`config.mk`:
```
export PLATFORM = sky130hd
export DESIGN_NAME = resultSerializer
export DESIGN_NICKNAME = d
export VERILOG_FILES = /design/src/rtl/rsPkg.sv /design/src/rtl/rsControl.sv /design/src/rtl/rsDatapath.sv /design/src/rtl/resultSerializer.sv
export SDC_FILE = /design/constraint.sdc
export NUM_CORES = 1
export LEC_CHECK = 0
export BUFFER_PORTS_ARGS = -buffer_cell sky130_fd_sc_hd__buf_2
export CORE_UTILIZATION = 35
export CTS_BUF_LIST = sky130_fd_sc_hd__clkbuf_8
export DETAILED_ROUTE_END_ITERATION = 6
export RECOVER_POWER = 50
export REMOVE_ABC_BUFFERS = 1
export SLEW_MARGIN = 5
export SYNTH_ARGS = -nofsm -noshare
export SYNTH_HDL_FRONTEND = slang
export SYNTH_SLANG_ARGS = --single-unit
```
`constraint.sdc`:
```
create_clock -name clk -period 2.4 [get_ports clk]
set_input_delay 0.36 -clock clk [delete_from_list [all_inputs] [get_ports clk]]
set_output_delay 0.36 -clock clk [all_outputs]
set_load 0.02 [all_outputs]
```
`src/rtl/rsPkg.sv`:
```
package rsPkg;
  // Strobes issued by the control unit to the datapath each cycle.
  typedef struct packed {
    logic loadDirect;   // start a transfer with the incoming result
    logic loadHold;     // start a transfer with the stored result
    logic shiftNext;    // advance to the next bit at a falling SCLK edge
    logic captureHold;  // store the incoming result
  } rsStrobeT;
endpackage

```
`src/rtl/rsControl.sv`:
```
module rsControl
  import rsPkg::*;
#(
  parameter int DATA_W = 18,
  parameter int DIV_W  = 2
) (
  input  logic             clk,
  input  logic             rstN,
  input  logic             convStart,
  input  logic             convDone,
  input  logic             readDuring,
  input  logic [DIV_W-1:0] clkDiv,
  output rsStrobeT         strobe,
  output logic             sclkRaw,
  output logic             syncRaw,
  output logic             busy,
  output logic             txRac
);
  localparam int MAX_SHIFT = (1 << DIV_W) - 1;
  localparam int HALF_MAX  = 1 << MAX_SHIFT;
  localparam int CNT_W     = $clog2(HALF_MAX) + 1;
  localparam int BIT_W     = $clog2(DATA_W);
  localparam logic [BIT_W-1:0] LAST_BIT = BIT_W'(DATA_W - 1);

  logic             txActive;
  logic             startPending;
  logic             haveResult;
  logic [CNT_W-1:0] halfCnt;
  logic [CNT_W-1:0] halfLen;
  logic [BIT_W-1:0] bitCnt;

  logic             halfEnd;
  logic             lastFall;
  logic             startReq;
  logic [CNT_W-1:0] newHalf;

  always_comb begin
    halfEnd  = txActive && (halfCnt == halfLen - CNT_W'(1));
    lastFall = halfEnd && sclkRaw && (bitCnt == LAST_BIT);
    startReq = convStart && readDuring && haveResult && !txActive && !startPending;
    newHalf  = readDuring ? CNT_W'(1) : (CNT_W'(1) << clkDiv);

    strobe.loadDirect  = convDone && !readDuring && !txActive && !startPending;
    strobe.loadHold    = startPending;
    strobe.shiftNext   = halfEnd && sclkRaw && !lastFall;
    strobe.captureHold = convDone;
  end

  // Bit and phase sequencer
  always_ff @(posedge clk) begin
    if (!rstN) begin
      txActive <= 1'b0;
      sclkRaw  <= 1'b0;
      halfCnt  <= '0;
      halfLen  <= CNT_W'(1);
      bitCnt   <= '0;
      txRac    <= 1'b0;
    end else if (strobe.loadDirect || strobe.loadHold) begin
      txActive <= 1'b1;
      sclkRaw  <= 1'b0;
      halfCnt  <= '0;
      halfLen  <= newHalf;
      bitCnt   <= '0;
      txRac    <= strobe.loadDirect;
    end else if (txActive) begin
      if (halfEnd) begin
        halfCnt <= '0;
        sclkRaw <= ~sclkRaw;
        if (sclkRaw) begin
          if (bitCnt == LAST_BIT) txActive <= 1'b0;
          else                    bitCnt   <= bitCnt + BIT_W'(1);
        end
      end else begin
        halfCnt <= halfCnt + CNT_W'(1);
      end
    end
  end

  // Schedule bookkeeping and the busy flag
  always_ff @(posedge clk) begin
    if (!rstN) begin
      startPending <= 1'b0;
      haveResult   <= 1'b0;
      busy         <= 1'b0;
    end else begin
      startPending <= startReq;

      if (convDone && (readDuring || txActive || startPending)) haveResult <= 1'b1;
      else if (strobe.loadHold)                                 haveResult <= 1'b0;

      if (convStart)                  busy <= 1'b1;
      else if (convDone && readDuring) busy <= 1'b0;
      else if (lastFall && txRac)     busy <= 1'b0;
    end
  end

  assign syncRaw = txActive;
endmodule

```
`src/rtl/rsDatapath.sv`:
```
module rsDatapath
  import rsPkg::*;
#(
  parameter int DATA_W = 18
) (
  input  logic              clk,
  input  logic              rstN,
  input  rsStrobeT          strobe,
  input  logic              active,
  input  logic [DATA_W-1:0] dataIn,
  output logic              serialBit
);
  logic [DATA_W-1:0] holdReg;
  logic [DATA_W-1:0] shiftReg;

  always_ff @(posedge clk) begin
    if (!rstN) begin
      holdReg  <= '0;
      shiftReg <= '0;
    end else begin
      if (strobe.captureHold) holdReg <= dataIn;
      if (strobe.loadDirect)      shiftReg <= dataIn;
      else if (strobe.loadHold)   shiftReg <= holdReg;
      else if (strobe.shiftNext)  shiftReg <= {shiftReg[DATA_W-2:0], 1'b0};
    end
  end

  assign serialBit = active & shiftReg[DATA_W-1];
endmodule

```
`src/rtl/resultSerializer.sv`:
```
module resultSerializer
  import rsPkg::*;
#(
  parameter int DATA_W = 18,
  parameter int DIV_W  = 2
) (
  input  logic              clk,
  input  logic              rstN,
  input  logic              convStart,
  input  logic              convDone,
  input  logic [DATA_W-1:0] convResult,
  input  logic              readDuring,
  input  logic              sclkInvert,
  input  logic              syncInvert,
  input  logic [DIV_W-1:0]  clkDiv,
  output logic              sclkOut,
  output logic              sdataOut,
  output logic              syncOut,
  output logic              busyOut
);
  rsStrobeT strobe;
  logic     sclkRaw;
  logic     syncRaw;
  logic     txRac;

  rsControl #(.DATA_W(DATA_W), .DIV_W(DIV_W)) uCtrl (
    .clk(clk), .rstN(rstN), .convStart(convStart), .convDone(convDone),
    .readDuring(readDuring), .clkDiv(clkDiv), .strobe(strobe),
    .sclkRaw(sclkRaw), .syncRaw(syncRaw), .busy(busyOut), .txRac(txRac)
  );

  rsDatapath #(.DATA_W(DATA_W)) uData (
    .clk(clk), .rstN(rstN), .strobe(strobe), .active(syncRaw),
    .dataIn(convResult), .serialBit(sdataOut)
  );

  assign sclkOut = sclkRaw ^ sclkInvert;
  assign syncOut = syncRaw ^ syncInvert;
endmodule

```
Yosys cells after proc, flatten, opt, wreduce, memory -nomap -nowiden
Cells that the tools add are included.
W data, S select, Z words.
{"block": "word_totals", "latch_bits": 0, "mem_count": 0, "register_bits": 55, "rom_bits": 0, "elab_cells": 65, "ram_bits": 0, "out_inout_bits": 4}
{"block": "classes", "shifts": 1, "n_eq_ne": 2, "n_mul": 0, "add_sub_neg": 3, "order_cmp": 0, "n_reduce_logical": 27, "bitwise_logic": 6, "div": 0, "muxes": 15}
{"operator": "$mux W18", "n": 3}
{"operator": "$logic_and A1 B1 Y1", "n": 14}
{"operator": "$mux W1", "n": 10}
{"operator": "$mux W4", "n": 2}
{"operator": "$reduce_bool A3 Y1", "n": 2}
{"operator": "$add A5 B1 Y5 const B", "n": 1}
{"operator": "$eq A5 B5 Y1 const B", "n": 1}
{"operator": "$add A4 B1 Y4 const B", "n": 1}
{"operator": "$eq A4 B4 Y1", "n": 1}
{"operator": "$logic_not A1 Y1", "n": 4}
{"operator": "$reduce_and A4 Y1", "n": 1}
{"operator": "$shl A1 B2 Y4 const A", "n": 1}
{"operator": "$sub A4 B1 Y4 const B", "n": 1}
{"operator": "$logic_or A1 B1 Y1", "n": 3}
{"operator": "$not A1 Y1", "n": 3}
{"operator": "$reduce_and A2 Y1", "n": 1}
{"operator": "$reduce_bool A2 Y1", "n": 1}
{"operator": "$reduce_or A2 Y1", "n": 1}
{"operator": "$xor A1 B1 Y1", "n": 2}
{"operator": "$and A1 B1 Y1", "n": 1}

Logic depth before layout (Yosys ltp)
{"block": "depth", "ltp_word": 10, "ltp_mapped": 9, "mapped_depth_nobuf": 7}

Hierarchy
From an unflattened synthesis, not the netlist that was laid out.
{"block": "hier_totals", "cells_unflattened": 292, "hier_area_um2": 2824.0}
{"module": "rsDatapath", "area_each_um2": 1769.2, "seq_area_each_um2": 720.7, "cells_each": 181, "instances": 1}
{"module": "rsControl", "area_each_um2": 1037.2, "seq_area_each_um2": 380.4, "cells_each": 109, "instances": 1}
{"module": "resultSerializer", "area_each_um2": 17.5, "seq_area_each_um2": 0.0, "cells_each": 2, "instances": 1}

Worst setup path after synthesis
Ideal clock, no wire load.
{"block": "synth_timing", "path_type": "flip-flop to flip-flop", "start": "reg uCtrl.halfLen[0]", "end": "reg uCtrl.bitCnt[4]", "t_arrival_ns": 2.165, "stages_incl_launch_ff": 9, "t_required_ns": 2.327, "period_less_slack_ns": 2.237, "setup_time_ns": 0.073, "path_slack_ns": 0.163, "path_cell_list": "dfxtp_1 inv_1 ha_1 xor2_1 nand3_1 or4b_1 buf_2 or4_1 a21oi_1"}
{"block": "synth_between", "elab_chain_len": 4}
{"element": "from (decl)", "line": "rsControl.sv:29", "rtl": "logic [CNT_W-1:0] halfLen;"}
{"element": "from (signal assigned)", "line": "rsControl.sv:62", "rtl": "halfLen <= newHalf;"}
{"element": "$sub A4 B1 Y4", "line": "rsControl.sv:38", "rtl": "halfEnd = txActive && (halfCnt == halfLen - CNT_W'(1));"}
{"element": "$eq A4 B4 Y1", "line": "rsControl.sv:38"}
{"element": "$logic_and A1 B1 Y1", "line": "rsControl.sv:38"}
{"element": "$reduce_and A4 Y1 (no line)"}
{"element": "to (signal assigned)", "line": "rsControl.sv:71", "rtl": "else bitCnt <= bitCnt + BIT_W'(1);"}
{"element": "to (decl)", "line": "rsControl.sv:30", "rtl": "logic [BIT_W-1:0] bitCnt;"}
No other way between the ends.
A chain may end at the register's enable or synchronous reset.

Worst setup path in the final report
{"block": "layout_timing", "start": "reg uCtrl.halfLen[1]", "end": "reg uCtrl.bitCnt[2]"}
The elaborated chain is that of the path after synthesis.

==> impl_metrics.toml <==
[clock_tree]
clk_pin_slew_ns = 0.10
cts_buffers = 5
cts_tree = "done"
cts_hold_buf = 0
cts_root_buffer = "clkbuf_8"
htreeDepth = 2
clk_latency_ns = 0.32
clockBufferDepth = 2
clock-sinks = 55

[global_routing]
grt_usage = 0.170
grt_max_degree = 26
antenna_found_initial = 0
grt_pass1_wl_um = 10100
grt_pass1_vias = 2163
grt_overflow = 0

[critical_path]
cp-start-kind = "flop"
critical_path_class = "flop to flop"
path_cells = "inv_1 > ha_1 > xor2_1 > nand3_1 > or4b_4 > buf_4 > or3_1 > a21oi_1"
arrival_ns = 2.50
cp_slowest_stage_delay_ns = 0.59
path_max_fanout = 13
critical_path_required_ns = 2.65
end_kind = "flop"
cp_slowest_cell = "or4b_4"

[detailed_routing]
ant_nets = 0
post_drt_wl_per_cell_um = 13.6
drcViolationCount = 0
wl_met3_um = 252
wl_met2_um = 2700
dr.pass1.iters = 4
wl_um = 5870
top_layer_used = "met4"
dr_total_vias = 2226
wl_met1_um = 2860
drt_iter0_drc = 46
viasPerCell = 5.16

[sta]
fin_crit_sh = 0.939
fmax_mhz = 444
worst_pin_slew_ns = 0.912
finalSetupViolCount = 0
final-hold-violation-count = 0
relSlewSlack = 0.392
setup_slack_ns = 0.147
holdWs_ns = 0.289
clock_skew_ns = 0.00500
final_max_slew_viol_count = 0
rsz0062_at_grt = "false"
final.setup.tns_ns = 0
fin_crit_ns = 2.25

[floorplan]
die_w_um = 87.3
initial_utilization = 0.368
io_pins = 31
die_area_sq_um = 7610
die_y_um = 87.3
std_cell_rows = 30
core_area_sq_um = 6910

[power]
p_sw_frac = 0.261
intPower_mw = 1.35
power_frac_comb = 0.132
leakage_nw = 1.18
total_power_mw = 1.83
p_per_area_nw_per_um2 = 627
seqPwrFrac = 0.536
p_clk_frac = 0.332
netSwitchingPower_uw = 477
peakVddDrop_v = 0.000262

[hold_path]
min_path_type = "input port to flop"

[finish]
drive_gt1_frac = 0.143
syn_to_final_growth_pct = 14.6
final_cell_mix = "dfxtp_1 (54), nand2_1 (45), nor2_1 (28)"
finalNetCount = 366
final_common_cell = "dfxtp_1"
stdcell_area_sq_um = 2910
n_antenna_cell = 0

[placement]
io_buffers = 30
dpl-instance-area_sq_um = 2820
place_congestion = 0.791
dp_slack_ns = 0.0599
place_hpwl_um = 4000

[synthesis]
synth.distinct_cells = 36
ys_ff_latch = 55
synth_area_per_cell_sq_um = 8.21
synth_cells = 310
syn_area_sq_um = 2540
yosys_warnings = 0
synth-seq-area-share = 0.433

[outcome]
run_status = "complete, no violations"

[flow_run]
maxCapViolations = 0
==> cell type report <==
| class | count | area (sq um) |
|---|---|---|
| sequential | 55 | 1100 |
| tap | 96 | 120 |
| clock inverter | 2 | 33.8 |
| inverter | 7 | 26.3 |
| timing repair buffer | 42 | 229 |
| fill | 737 | 3990 |
| clock buffer | 5 | 68.8 |
| multi-input combinational | 224 | 1330 |
==> synthesized netlist by cell type (all sizes together) <==
master	number	share of area
nand3	22	0.043
a311oi	1	0.0034
inv	7	0.010
or3b	2	0.0069
xor2	7	0.024
or4	1	0.0030
nand4b	2	0.0069
nand3b	1	0.0030
nor2	28	0.041
nand2b	2	0.0049
a31oi	1	0.0025
nor2b	1	0.0025
and3	2	0.0049
o21ai	20	0.039
nor3	5	0.012
buf	6	0.0093
o211ai	17	0.050
or4b	1	0.0039
or3	2	0.0049
and2	1	0.0025
nand2	45	0.066
clkbuf	18	0.027
dfxtp	55	0.43
xnor2	5	0.017
a21oi	11	0.022
mux2i	18	0.071
nor3b	1	0.0030
a211oi	1	0.0030
o31ai	2	0.0059
o22ai	1	0.0025
nor4b	1	0.0034
nor4bb	1	0.0039
nand4	18	0.044
ha	4	0.020
==> registers in the layout, indices dropped and copies added (netlist names) <==
register,cells
uCtrl.txRac,1
uData.shiftReg,18
uData.holdReg,18
uCtrl.busy,1
uCtrl.halfCnt,4
uCtrl.halfLen,4
uCtrl.haveResult,1
uCtrl.bitCnt,5
uCtrl.startPending,1
uCtrl.sclkRaw,1
uCtrl.syncRaw,1
==> power by group through the flow <==
stage          Clock, mW  Combinational [mW]  Sequential (mW)
6_report           0.607               0.241            0.979
5_1_grt            0.654               0.272            0.984
4_1_cts            0.622               0.245            0.980
3_5_place_dp           0               0.245             1.00
3_3_place_gp           0               0.241            0.999
2_1_floorplan          0               0.136            0.995
==> through the flow <==
stage,instances,utilization
5_1_grt,431,0.422
6_report,431,0.422
3_3_place_gp,424,0.408
4_1_cts,431,0.423
3_5_place_dp,424,0.408
2_1_floorplan,286,-
==> worst paths after layout <==
path	startpoint	endpoint	slack, ns	cells past startpoint
max	uCtrl.halfLen[1]	uCtrl.bitCnt[2]	0.15	8
max reg2reg	uCtrl.halfLen[1]	uCtrl.bitCnt[2]	0.15	8
min	convResult[14]	uData.holdReg[14]	0.29	3
min reg2reg	uCtrl.txRac	uCtrl.busy	0.45	1
==> cells by family (layout without fill, tap and decap cells) <==
logic type	count (synthesis)	count (layout)	share of synthesized area
compound gates	54	54	0.128
buf+inv	31	56	0.0462
mux	18	18	0.0708
fa+ha+maj	4	4	0.0197
simple gates	136	136	0.261
flops	55	55	0.433
xor+xnor	12	12	0.0413
==> worst max-delay path, delay by kind of cell, from the launching register on <==
family                     cells  cell delay [ns]
AOI/OAI and AO/OA              1             0.13
xor gates and xnor gates       1             0.14
adders and majority gates      1             0.28
buffers and inverters          2             0.25
DFF                            1             0.36
and+or+nand+nor                3             1.02
==> routing by layer <==
metal | vias up | global-route usage
li1 | 1137 | -
met1 | 1039 | 0.221
met2 | 43 | 0.285
met3 | 7 | 0.0398
met4 | 0 | 0.0402
met5 | - | 0
==> what timing repair did <==
item,4_1_cts,5_1_grt
setup buffers,0,0
setup endpoints to repair,0,2
resized for setup,0,2
No activity file was read; power rests on OpenSTA's default activity.
